### config.mk
export PLATFORM = sky130hd
export DESIGN_NAME = ucode_loader
export DESIGN_NICKNAME = d
export VERILOG_FILES = /design/src/rtl/mcl_pkg.sv /design/src/rtl/mcl_crc_byte.sv /design/src/rtl/mcl_hdr_check.sv /design/src/rtl/mcl_size_calc.sv /design/src/rtl/ucode_loader.sv
export SDC_FILE = /design/constraint.sdc
export NUM_CORES = 1
export LEC_CHECK = 0
export CORE_MARGIN = 10
export CORE_UTILIZATION = 25
export CTS_CLUSTER_DIAMETER = 40
export CTS_CLUSTER_SIZE = 28
export DETAILED_ROUTE_END_ITERATION = 8
export DONT_BUFFER_PORTS = 1
export HOLD_SLACK_MARGIN = 0.12
export PLACE_DENSITY_LB_ADDON = 0.12
export SKIP_CTS_REPAIR_TIMING = 1
export SYNTH_ARGS = -nofsm -noshare
export SYNTH_HDL_FRONTEND = slang
export SYNTH_SLANG_ARGS = --single-unit
### constraint.sdc
create_clock -name clk -period 9.7 [get_ports clk]
set_clock_uncertainty 0.2 [all_clocks]
set_input_delay 0.485 -clock clk [delete_from_list [all_inputs] [get_ports clk]]
set_output_delay 0.485 -clock clk [all_outputs]
set_load 0.02 [all_outputs]
### src/rtl/mcl_pkg.sv
package mcl_pkg;
    localparam logic [23:0] IMG_MAGIC   = 24'h514546;
    localparam logic [7:0]  IMG_VERSION = 8'd1;
    localparam logic [31:0] CRC_POLY    = 32'hEDB88320;
    localparam logic [31:0] AUTO_INC    = 32'h8000_0000;
    localparam int          HDR_WORDS   = 3;
    localparam int          DESC_FIXED  = 4;

    typedef enum logic [2:0] {
        ERR_NONE    = 3'd0,
        ERR_MAGIC   = 3'd1,
        ERR_VERSION = 3'd2,
        ERR_COUNT   = 3'd3,
        ERR_LENGTH  = 3'd4,
        ERR_CRC     = 3'd5
    } err_e;

    typedef enum logic [2:0] {
        WS_IADDR = 3'd0,
        WS_IDATA = 3'd1,
        WS_TRAP  = 3'd2,
        WS_TEN   = 3'd3,
        WS_MERGE = 3'd4
    } wsel_e;

    typedef enum logic [3:0] {
        S_IDLE, S_HDR, S_SUM, S_CRC, S_DESC, S_CODE, S_TRAP, S_TEN
    } ld_state_e;
endpackage

### src/rtl/mcl_crc_byte.sv
module mcl_crc_byte
    import mcl_pkg::*;
(
    input  logic [31:0] crc_in,
    input  logic [7:0]  data_in,
    output logic [31:0] crc_out
);
    always_comb begin
        logic [31:0] c;
        c = crc_in ^ {24'h0, data_in};
        for (int k = 0; k < 8; k++) begin
            c = c[0] ? ((c >> 1) ^ CRC_POLY) : (c >> 1);
        end
        crc_out = c;
    end
endmodule

### src/rtl/mcl_hdr_check.sv
module mcl_hdr_check
    import mcl_pkg::*;
#(
    parameter int MAX_PROC = 4
) (
    input  logic [31:0] word,
    input  logic [1:0]  which,
    output err_e        code
);
    always_comb begin
        code = ERR_NONE;
        if (which == 2'd0) begin
            if (word[31:8] != IMG_MAGIC)
                code = ERR_MAGIC;
            else if (word[7:0] != IMG_VERSION)
                code = ERR_VERSION;
        end else if (which == 2'd2) begin
            if (word[31:24] == 8'd0 || word[31:24] > 8'(MAX_PROC))
                code = ERR_COUNT;
        end
    end
endmodule

### src/rtl/mcl_size_calc.sv
module mcl_size_calc
    import mcl_pkg::*;
#(
    parameter int DESC_WORDS = 20
) (
    input  logic [7:0]  cnt,
    input  logic [31:0] sum,
    input  logic [31:0] len,
    output logic [31:0] size_w,
    output logic        len_ok
);
    assign size_w = 32'(HDR_WORDS) + 32'(cnt) * 32'(DESC_WORDS) + sum;
    assign len_ok = ({2'b00, len} == ({size_w, 2'b00} + 34'd4));
endmodule

### src/rtl/ucode_loader.sv
module ucode_loader
    import mcl_pkg::*;
#(
    parameter int AW        = 10,
    parameter int MAX_PROC  = 4,
    parameter int NUM_TRAPS = 16,
    localparam int PW = (MAX_PROC > 1) ? $clog2(MAX_PROC) : 1,
    localparam int TW = (NUM_TRAPS > 1) ? $clog2(NUM_TRAPS) : 1
) (
    input  logic          clk,
    input  logic          rst_n,
    input  logic          start,
    output logic          busy,
    output logic          done,
    output logic          err,
    output logic [2:0]    err_code,
    output logic          img_rd,
    output logic [AW-1:0] img_addr,
    input  logic [31:0]   img_rdata,
    output logic          wr_en,
    output logic [2:0]    wr_sel,
    output logic [PW-1:0] wr_proc,
    output logic [TW-1:0] wr_idx,
    output logic [31:0]   wr_data
);
    localparam int DESC_WORDS = DESC_FIXED + NUM_TRAPS;

    typedef struct packed {
        ld_state_e     st;
        logic [1:0]    ph;
        logic          rd;
        logic [AW-1:0] addr;
        logic [31:0]   widx;
        logic [PW:0]   p;
        logic [7:0]    cnt;
        logic          split;
        logic [31:0]   len;
        logic [31:0]   sum;
        logic [31:0]   size;
        logic [31:0]   crc;
        logic [31:0]   word;
        logic [1:0]    bcnt;
        logic [AW-1:0] off;
        logic          offnz;
        logic [31:0]   ccount;
        logic          done;
        logic          err;
        err_e          code;
        logic          wr_en;
        wsel_e         wsel;
        logic [PW-1:0] wproc;
        logic [TW-1:0] wtidx;
        logic [31:0]   wdata;
    } regs_t;

    regs_t q, d;

    err_e          hdr_code;
    logic [31:0]   crc_nx;
    logic [31:0]   size_w;
    logic          len_ok;
    logic [AW-1:0] desc_base;

    mcl_hdr_check #(.MAX_PROC(MAX_PROC)) u_hdr (
        .word  (img_rdata),
        .which (q.widx[1:0]),
        .code  (hdr_code)
    );

    mcl_crc_byte u_crc (
        .crc_in  (q.crc),
        .data_in (q.word[31:24]),
        .crc_out (crc_nx)
    );

    mcl_size_calc #(.DESC_WORDS(DESC_WORDS)) u_size (
        .cnt    (q.cnt),
        .sum    (q.sum),
        .len    (q.len),
        .size_w (size_w),
        .len_ok (len_ok)
    );

    assign desc_base = AW'(HDR_WORDS + int'(q.p) * DESC_WORDS);

    function automatic regs_t put(regs_t r, wsel_e s, logic [TW-1:0] i, logic [31:0] v);
        r.wr_en = 1'b1;
        r.wsel  = s;
        r.wproc = r.p[PW-1:0];
        r.wtidx = i;
        r.wdata = v;
        return r;
    endfunction

    function automatic regs_t fail(regs_t r, err_e c);
        r.st   = S_IDLE;
        r.ph   = 2'd0;
        r.err  = 1'b1;
        r.code = c;
        return r;
    endfunction

    always_comb begin
        d       = q;
        d.rd    = 1'b0;
        d.done  = 1'b0;
        d.err   = 1'b0;
        d.wr_en = 1'b0;
        if (q.st != S_IDLE && q.ph == 2'd1) begin
            d.ph = 2'd2;
        end else begin
            case (q.st)
                S_IDLE: begin
                    if (start) begin
                        d.st   = S_HDR;
                        d.ph   = 2'd0;
                        d.widx = '0;
                        d.code = ERR_NONE;
                        d.sum  = '0;
                        d.p    = '0;
                        d.crc  = '0;
                    end
                end
                S_HDR: begin
                    if (q.ph == 2'd0) begin
                        d.addr = AW'(q.widx);
                        d.rd   = 1'b1;
                        d.ph   = 2'd1;
                    end else begin
                        d.ph   = 2'd0;
                        d.widx = q.widx + 32'd1;
                        case (q.widx[1:0])
                            2'd0: if (hdr_code != ERR_NONE) d = fail(d, hdr_code);
                            2'd1: d.len = img_rdata;
                            default: begin
                                d.cnt   = img_rdata[31:24];
                                d.split = |img_rdata[23:16];
                                if (hdr_code != ERR_NONE) begin
                                    d = fail(d, hdr_code);
                                end else begin
                                    d.st = S_SUM;
                                    d.p  = '0;
                                end
                            end
                        endcase
                    end
                end
                S_SUM: begin
                    if (q.ph == 2'd0) begin
                        if (8'(q.p) == q.cnt) begin
                            if (!len_ok) begin
                                d = fail(d, ERR_LENGTH);
                            end else begin
                                d.size = size_w;
                                d.st   = S_CRC;
                                d.widx = '0;
                            end
                        end else begin
                            d.addr = desc_base + AW'(1);
                            d.rd   = 1'b1;
                            d.ph   = 2'd1;
                        end
                    end else begin
                        d.sum = q.sum + img_rdata;
                        d.p   = q.p + 1'b1;
                        d.ph  = 2'd0;
                    end
                end
                S_CRC: begin
                    if (q.ph == 2'd0) begin
                        d.addr = AW'(q.widx);
                        d.rd   = 1'b1;
                        d.ph   = 2'd1;
                    end else if (q.ph == 2'd2) begin
                        if (q.widx == q.size) begin
                            if (img_rdata != q.crc) begin
                                d = fail(d, ERR_CRC);
                            end else begin
                                d.st   = S_DESC;
                                d.p    = '0;
                                d.widx = '0;
                                d.ph   = 2'd0;
                                if (!q.split) d = put(d, WS_MERGE, '0, 32'd1);
                            end
                        end else begin
                            d.word = img_rdata;
                            d.bcnt = 2'd0;
                            d.ph   = 2'd3;
                        end
                    end else begin
                        d.crc  = crc_nx;
                        d.word = {q.word[23:0], 8'h00};
                        d.bcnt = q.bcnt + 2'd1;
                        if (q.bcnt == 2'd3) begin
                            d.ph   = 2'd0;
                            d.widx = q.widx + 32'd1;
                        end
                    end
                end
                S_DESC: begin
                    if (q.ph == 2'd0) begin
                        d.addr = desc_base + AW'(q.widx);
                        d.rd   = 1'b1;
                        d.ph   = 2'd1;
                    end else begin
                        d.ph   = 2'd0;
                        d.widx = q.widx + 32'd1;
                        if (q.widx == 32'd0) begin
                            d.off   = img_rdata[AW-1:0];
                            d.offnz = |img_rdata;
                        end else if (q.widx == 32'd1) begin
                            d.ccount = img_rdata;
                        end else begin
                            d.widx = '0;
                            if (q.offnz) begin
                                d    = put(d, WS_IADDR, '0, img_rdata | AUTO_INC);
                                d.st = S_CODE;
                            end else begin
                                d.st = S_TRAP;
                            end
                        end
                    end
                end
                S_CODE: begin
                    if (q.ph == 2'd0) begin
                        if (q.widx == q.ccount) begin
                            d.st   = S_TRAP;
                            d.widx = '0;
                        end else begin
                            d.addr = q.off + AW'(q.widx);
                            d.rd   = 1'b1;
                            d.ph   = 2'd1;
                        end
                    end else begin
                        d      = put(d, WS_IDATA, '0, img_rdata);
                        d.widx = q.widx + 32'd1;
                        d.ph   = 2'd0;
                    end
                end
                S_TRAP: begin
                    if (q.ph == 2'd0) begin
                        if (q.widx == 32'(NUM_TRAPS)) begin
                            d.st   = S_TEN;
                            d.widx = '0;
                        end else begin
                            d.addr = desc_base + AW'(DESC_FIXED) + AW'(q.widx);
                            d.rd   = 1'b1;
                            d.ph   = 2'd1;
                        end
                    end else begin
                        if (img_rdata != 32'd0) d = put(d, WS_TRAP, TW'(q.widx), img_rdata);
                        d.widx = q.widx + 32'd1;
                        d.ph   = 2'd0;
                    end
                end
                S_TEN: begin
                    if (q.ph == 2'd0) begin
                        d.addr = desc_base + AW'(3);
                        d.rd   = 1'b1;
                        d.ph   = 2'd1;
                    end else begin
                        d      = put(d, WS_TEN, '0, img_rdata);
                        d.ph   = 2'd0;
                        d.widx = '0;
                        if (8'(q.p) + 8'd1 == q.cnt) begin
                            d.st   = S_IDLE;
                            d.done = 1'b1;
                        end else begin
                            d.p  = q.p + 1'b1;
                            d.st = S_DESC;
                        end
                    end
                end
                default: d.st = S_IDLE;
            endcase
        end
    end

    always_ff @(posedge clk) begin
        if (!rst_n) q <= '0;
        else        q <= d;
    end

    assign busy     = (q.st != S_IDLE);
    assign done     = q.done;
    assign err      = q.err;
    assign err_code = q.code;
    assign img_rd   = q.rd;
    assign img_addr = q.addr;
    assign wr_en    = q.wr_en;
    assign wr_sel   = q.wsel;
    assign wr_proc  = q.wproc;
    assign wr_idx   = q.wtidx;
    assign wr_data  = q.wdata;
endmodule

==> results.json <==
{
  "status": "finished, final reports clean",
  "clock-sinks": 312,
  "cpPeakStageDelay_ns": 1.02,
  "gp_congestion": 0.891,
  "initial_core_util_pct": 25.2,
  "synthXorXnorAreaFrac_pct": 12.7,
  "pwr-share-comb_pct": 15.8,
  "first_pass_iters": 6,
  "ant_nets": 0,
  "synth_edf_count": 0,
  "grt_pass1_wl_mm": 128,
  "synth_simple_gate_area_share_pct": 22.9,
  "cts_tree": "yes",
  "wire_per_inst_um": 25.2,
  "critical-path-slowest-cell": "o21a_1",
  "crit_path_start_kind": "flip-flop",
  "synth_top_family_by_area": "simple AND/OR/NAND/NOR gates",
  "grt_start_max_net_pins": 93,
  "synth_nets": 2827,
  "swShare_pct": 31.9,
  "crit_fanout": 32,
  "synthFlopType": "dfxtp_1",
  "tns_ns": 0,
  "hold_violations": 0,
  "required_ns": 9.94,
  "grt-ovfl-total": 0,
  "fin_util_pct": 29.2,
  "drc": 0,
  "worstMarginPinSlew_ns": 1.29,
  "dp_slack_ns": 2.16,
  "critPathKind": "reg -> reg",
  "die_area_mm2": 0.0960,
  "rows": 106,
  "ys_top_cells_by_count": "nand2_1 (313), dfxtp_1 (312), nor2_1 (301), a21oi_1 (194), xnor2_1 (194)",
  "routed_wl_mm": 94.3,
  "hp-class": "in -> reg",
  "nets": 2733,
  "die_h_um": 310,
  "clockBufferDepth": 3,
  "drtIter0Drc": 2053,
  "worst_slack_ns": 2.09,
  "io_pins": 94,
  "path_common_cell": "ha_1",
  "synth_cells": 2696,
  "synth_top_area_cell": "dfxtp_1",
  "synth_warnings": 0,
  "cts_buffers": 73,
  "grt_pass1_vias": 18600,
  "path_cells": "ha_1, ha_1, inv_1, fa_1, inv_1, a21o_1, a21oi_1, o21bai_1, a21oi_1, xnor2_1, ha_1, and2_1, and3_1, o2111ai_1, a31oi_1, xor2_1, nand2b_1, or2_2, a2bb2oi_1, a2111oi_0, and4bb_1, o2111a_2, o21a_1, o221ai_1",
  "h-tree-depth": 3,
  "ys_ff_latch": 312,
  "die_x_um": 310,
  "netlist_top_cells_area": "dfxtp_1 (30%), xnor2_1 (8.1%), nand2_1 (5.6%)",
  "p_leak_uw": 0.00884,
  "crit_buf_inv": 2,
  "area_growth_syn_to_layout_pct": 16.2,
  "synth-compound-area-share_pct": 19.9,
  "async_flop_share_pct": 0,
  "cts-root-buf": "clkbuf_16",
  "switchingPower_uw": 1490,
  "antenna_found_initial": 15,
  "arrival_ns": 7.85,
  "clkPwrFrac_pct": 55.4,
  "ys_types": 94,
  "clk_pin_slew_ns": 0.05,
  "p_int_uw": 3170,
  "timing.fmax_mhz": 131,
  "route.vias.total": 19700,
  "ir_drop_uv": 128,
  "avgSynthCellArea_um2": 7.79,
  "fin_crit_sh_pct": 78.5,
  "rsz0062_at_grt": "no",
  "worst_slew_margin_rel_pct": 14.1,
  "synth_area_mm2": 0.0210,
  "netlist.area_leader.share_pct": 29.7,
  "synth.most_common_cell": "nand2_1",
  "synth.mux.area_fraction_pct": 1.98,
  "dpl.hpwl_mm": 61.7,
  "grtUsageTotal_pct": 17.9,
  "clk_latency_ns": 0.64,
  "seqPwrFrac_pct": 28.8,
  "yosysSeqAreaShare_pct": 29.7,
  "maxSlewViolCount": 0,
  "synth-adder-area-share_pct": 6.04,
  "crit_family": "compound AO/OA/AOI/OAI gates",
  "end_kind": "flip-flop",
  "setup_viol": 0,
  "avgViaCountPerCell": 5.25,
  "drive_above_1_share_pct": 7.74,
  "p_per_area_mw_per_mm2": 191,
  "core_mm2": 0.0834,
  "period_needed_ns": 7.61,
  "maxCapViolCount": 0,
  "portBuffers": 0
}
[power by group through the flow]
stage | combinational (µW) | clock [µW] | sequential, µW
final | 738 | 2580 | 1340
after global routing | 790 | 2700 | 1340
after CTS | 672 | 2630 | 1340
after detailed placement | 670 | 0 | 1370
after global placement | 670 | 0 | 1360
after floorplan | 479 | 0 | 1350
[layout by cell type, fill, tap and decap left out, types with 8 or more instances in the layout]
cell type and n:
nand2_1 313, dfxtp_1 312, nor2_1 296, xnor2_1 194, a21oi_1 194, a22oi_1 110
nand3_1 108, xor2_1 103, ha_1 87, o21ai_0 85, clkbuf_16 73, nor3_1 61
inv_1 54, nand4_1 43, dlygate4sd3_1 39, nor4_1 38, a211oi_1 37, mux2i_1 37
nand2b_1 36, a31oi_1 35, a21o_1 33, buf_4 30, and3_1 28, o21a_1 16
inv_6 15, and2_1 12, or3_1 12, o21bai_1 11, or4_1 11, a41oi_1 9
a221oi_1 9, nor4b_1 9, fa_1 9, or2_2 8, and4_1 8, a2111oi_0 8
o22ai_1 8, clkinvlp_4 8, bufinv_16 8
[per-layer routing]
layer	share of wire, %	up-vias	wire (µm)	global-route usage, %
met1	45	9513	42800	24.7
li1	-	9350	-	-
met4	2.9	0	2760	6.03
met2	45	662	42000	27.0
met3	7.2	129	6750	4.21
met5	0	-	0	0
[state kept, by name (all words and copies together) (netlist names)]
| register | count |
|---|---|
| wr_en | 1 |
| wr_sel | 3 |
| q | 254 |
| wr_data | 32 |
| wr_proc | 2 |
| done | 1 |
| wr_idx | 4 |
| err | 1 |
| img_rd | 1 |
| err_code | 3 |
| img_addr | 10 |
[kinds of logic after synthesis]
logic type / Yosys count
AND/OR/NAND/NOR: 1025
adder cells (fa/ha/maj): 96
AO/OA/AOI/OAI: 627
buffers and inverters: 295
XOR/XNOR: 300
flip-flops: 312
multiplexers: 41
[through the flow]
stage	hold WS, ns	cells	instance area, µm²	power, µW
finish	0.114	3743	24400	4660
global route	0.127	3741	24400	4830
CTS	-0.244	3701	24000	4640
detailed placement	0.255	3567	21400	2040
global placement	0.252	3567	21400	2040
floorplan	0.232	2696	21000	1820
[final timing paths]
kind	endpoint	slack, ns	cells past startpoint	from
worst max register to register	q[266]$_SDFFE_PN0P_	2.09	24	q[256]$_SDFFE_PN0P_
worst max-delay path	q[266]$_SDFFE_PN0P_	2.09	24	q[256]$_SDFFE_PN0P_
worst min register to register	q[229]$_SDFFE_PN0P_	0.26	2	q[229]$_SDFFE_PN0P_
worst min-delay path	q[276]$_SDFFE_PN0P_	0.11	3	rst_n
[layout make-up]
type | instances | area [µm²]
Timing Repair Buffer | 70 | 643
Clock buffer | 85 | 1930
Tap cell | 1080 | 1350
Fill cell | 9021 | 59000
Clock inverter | 49 | 626
Sequential cell | 312 | 6250
Inverter | 56 | 218
Multi-Input combinational cell | 2089 | 13400
Antenna cell | 2 | 5.00
[worst register-to-register path: cells and delay by family (launching register included)]
kind	cells	cell delay [ns]
fa+ha+maj	4	1.29
flops	1	0.47
simple gates	5	1.49
xor+xnor	2	0.59
buf+inv	2	0.13
compound gates	11	3.26
(Power assumes the default switching activity.)
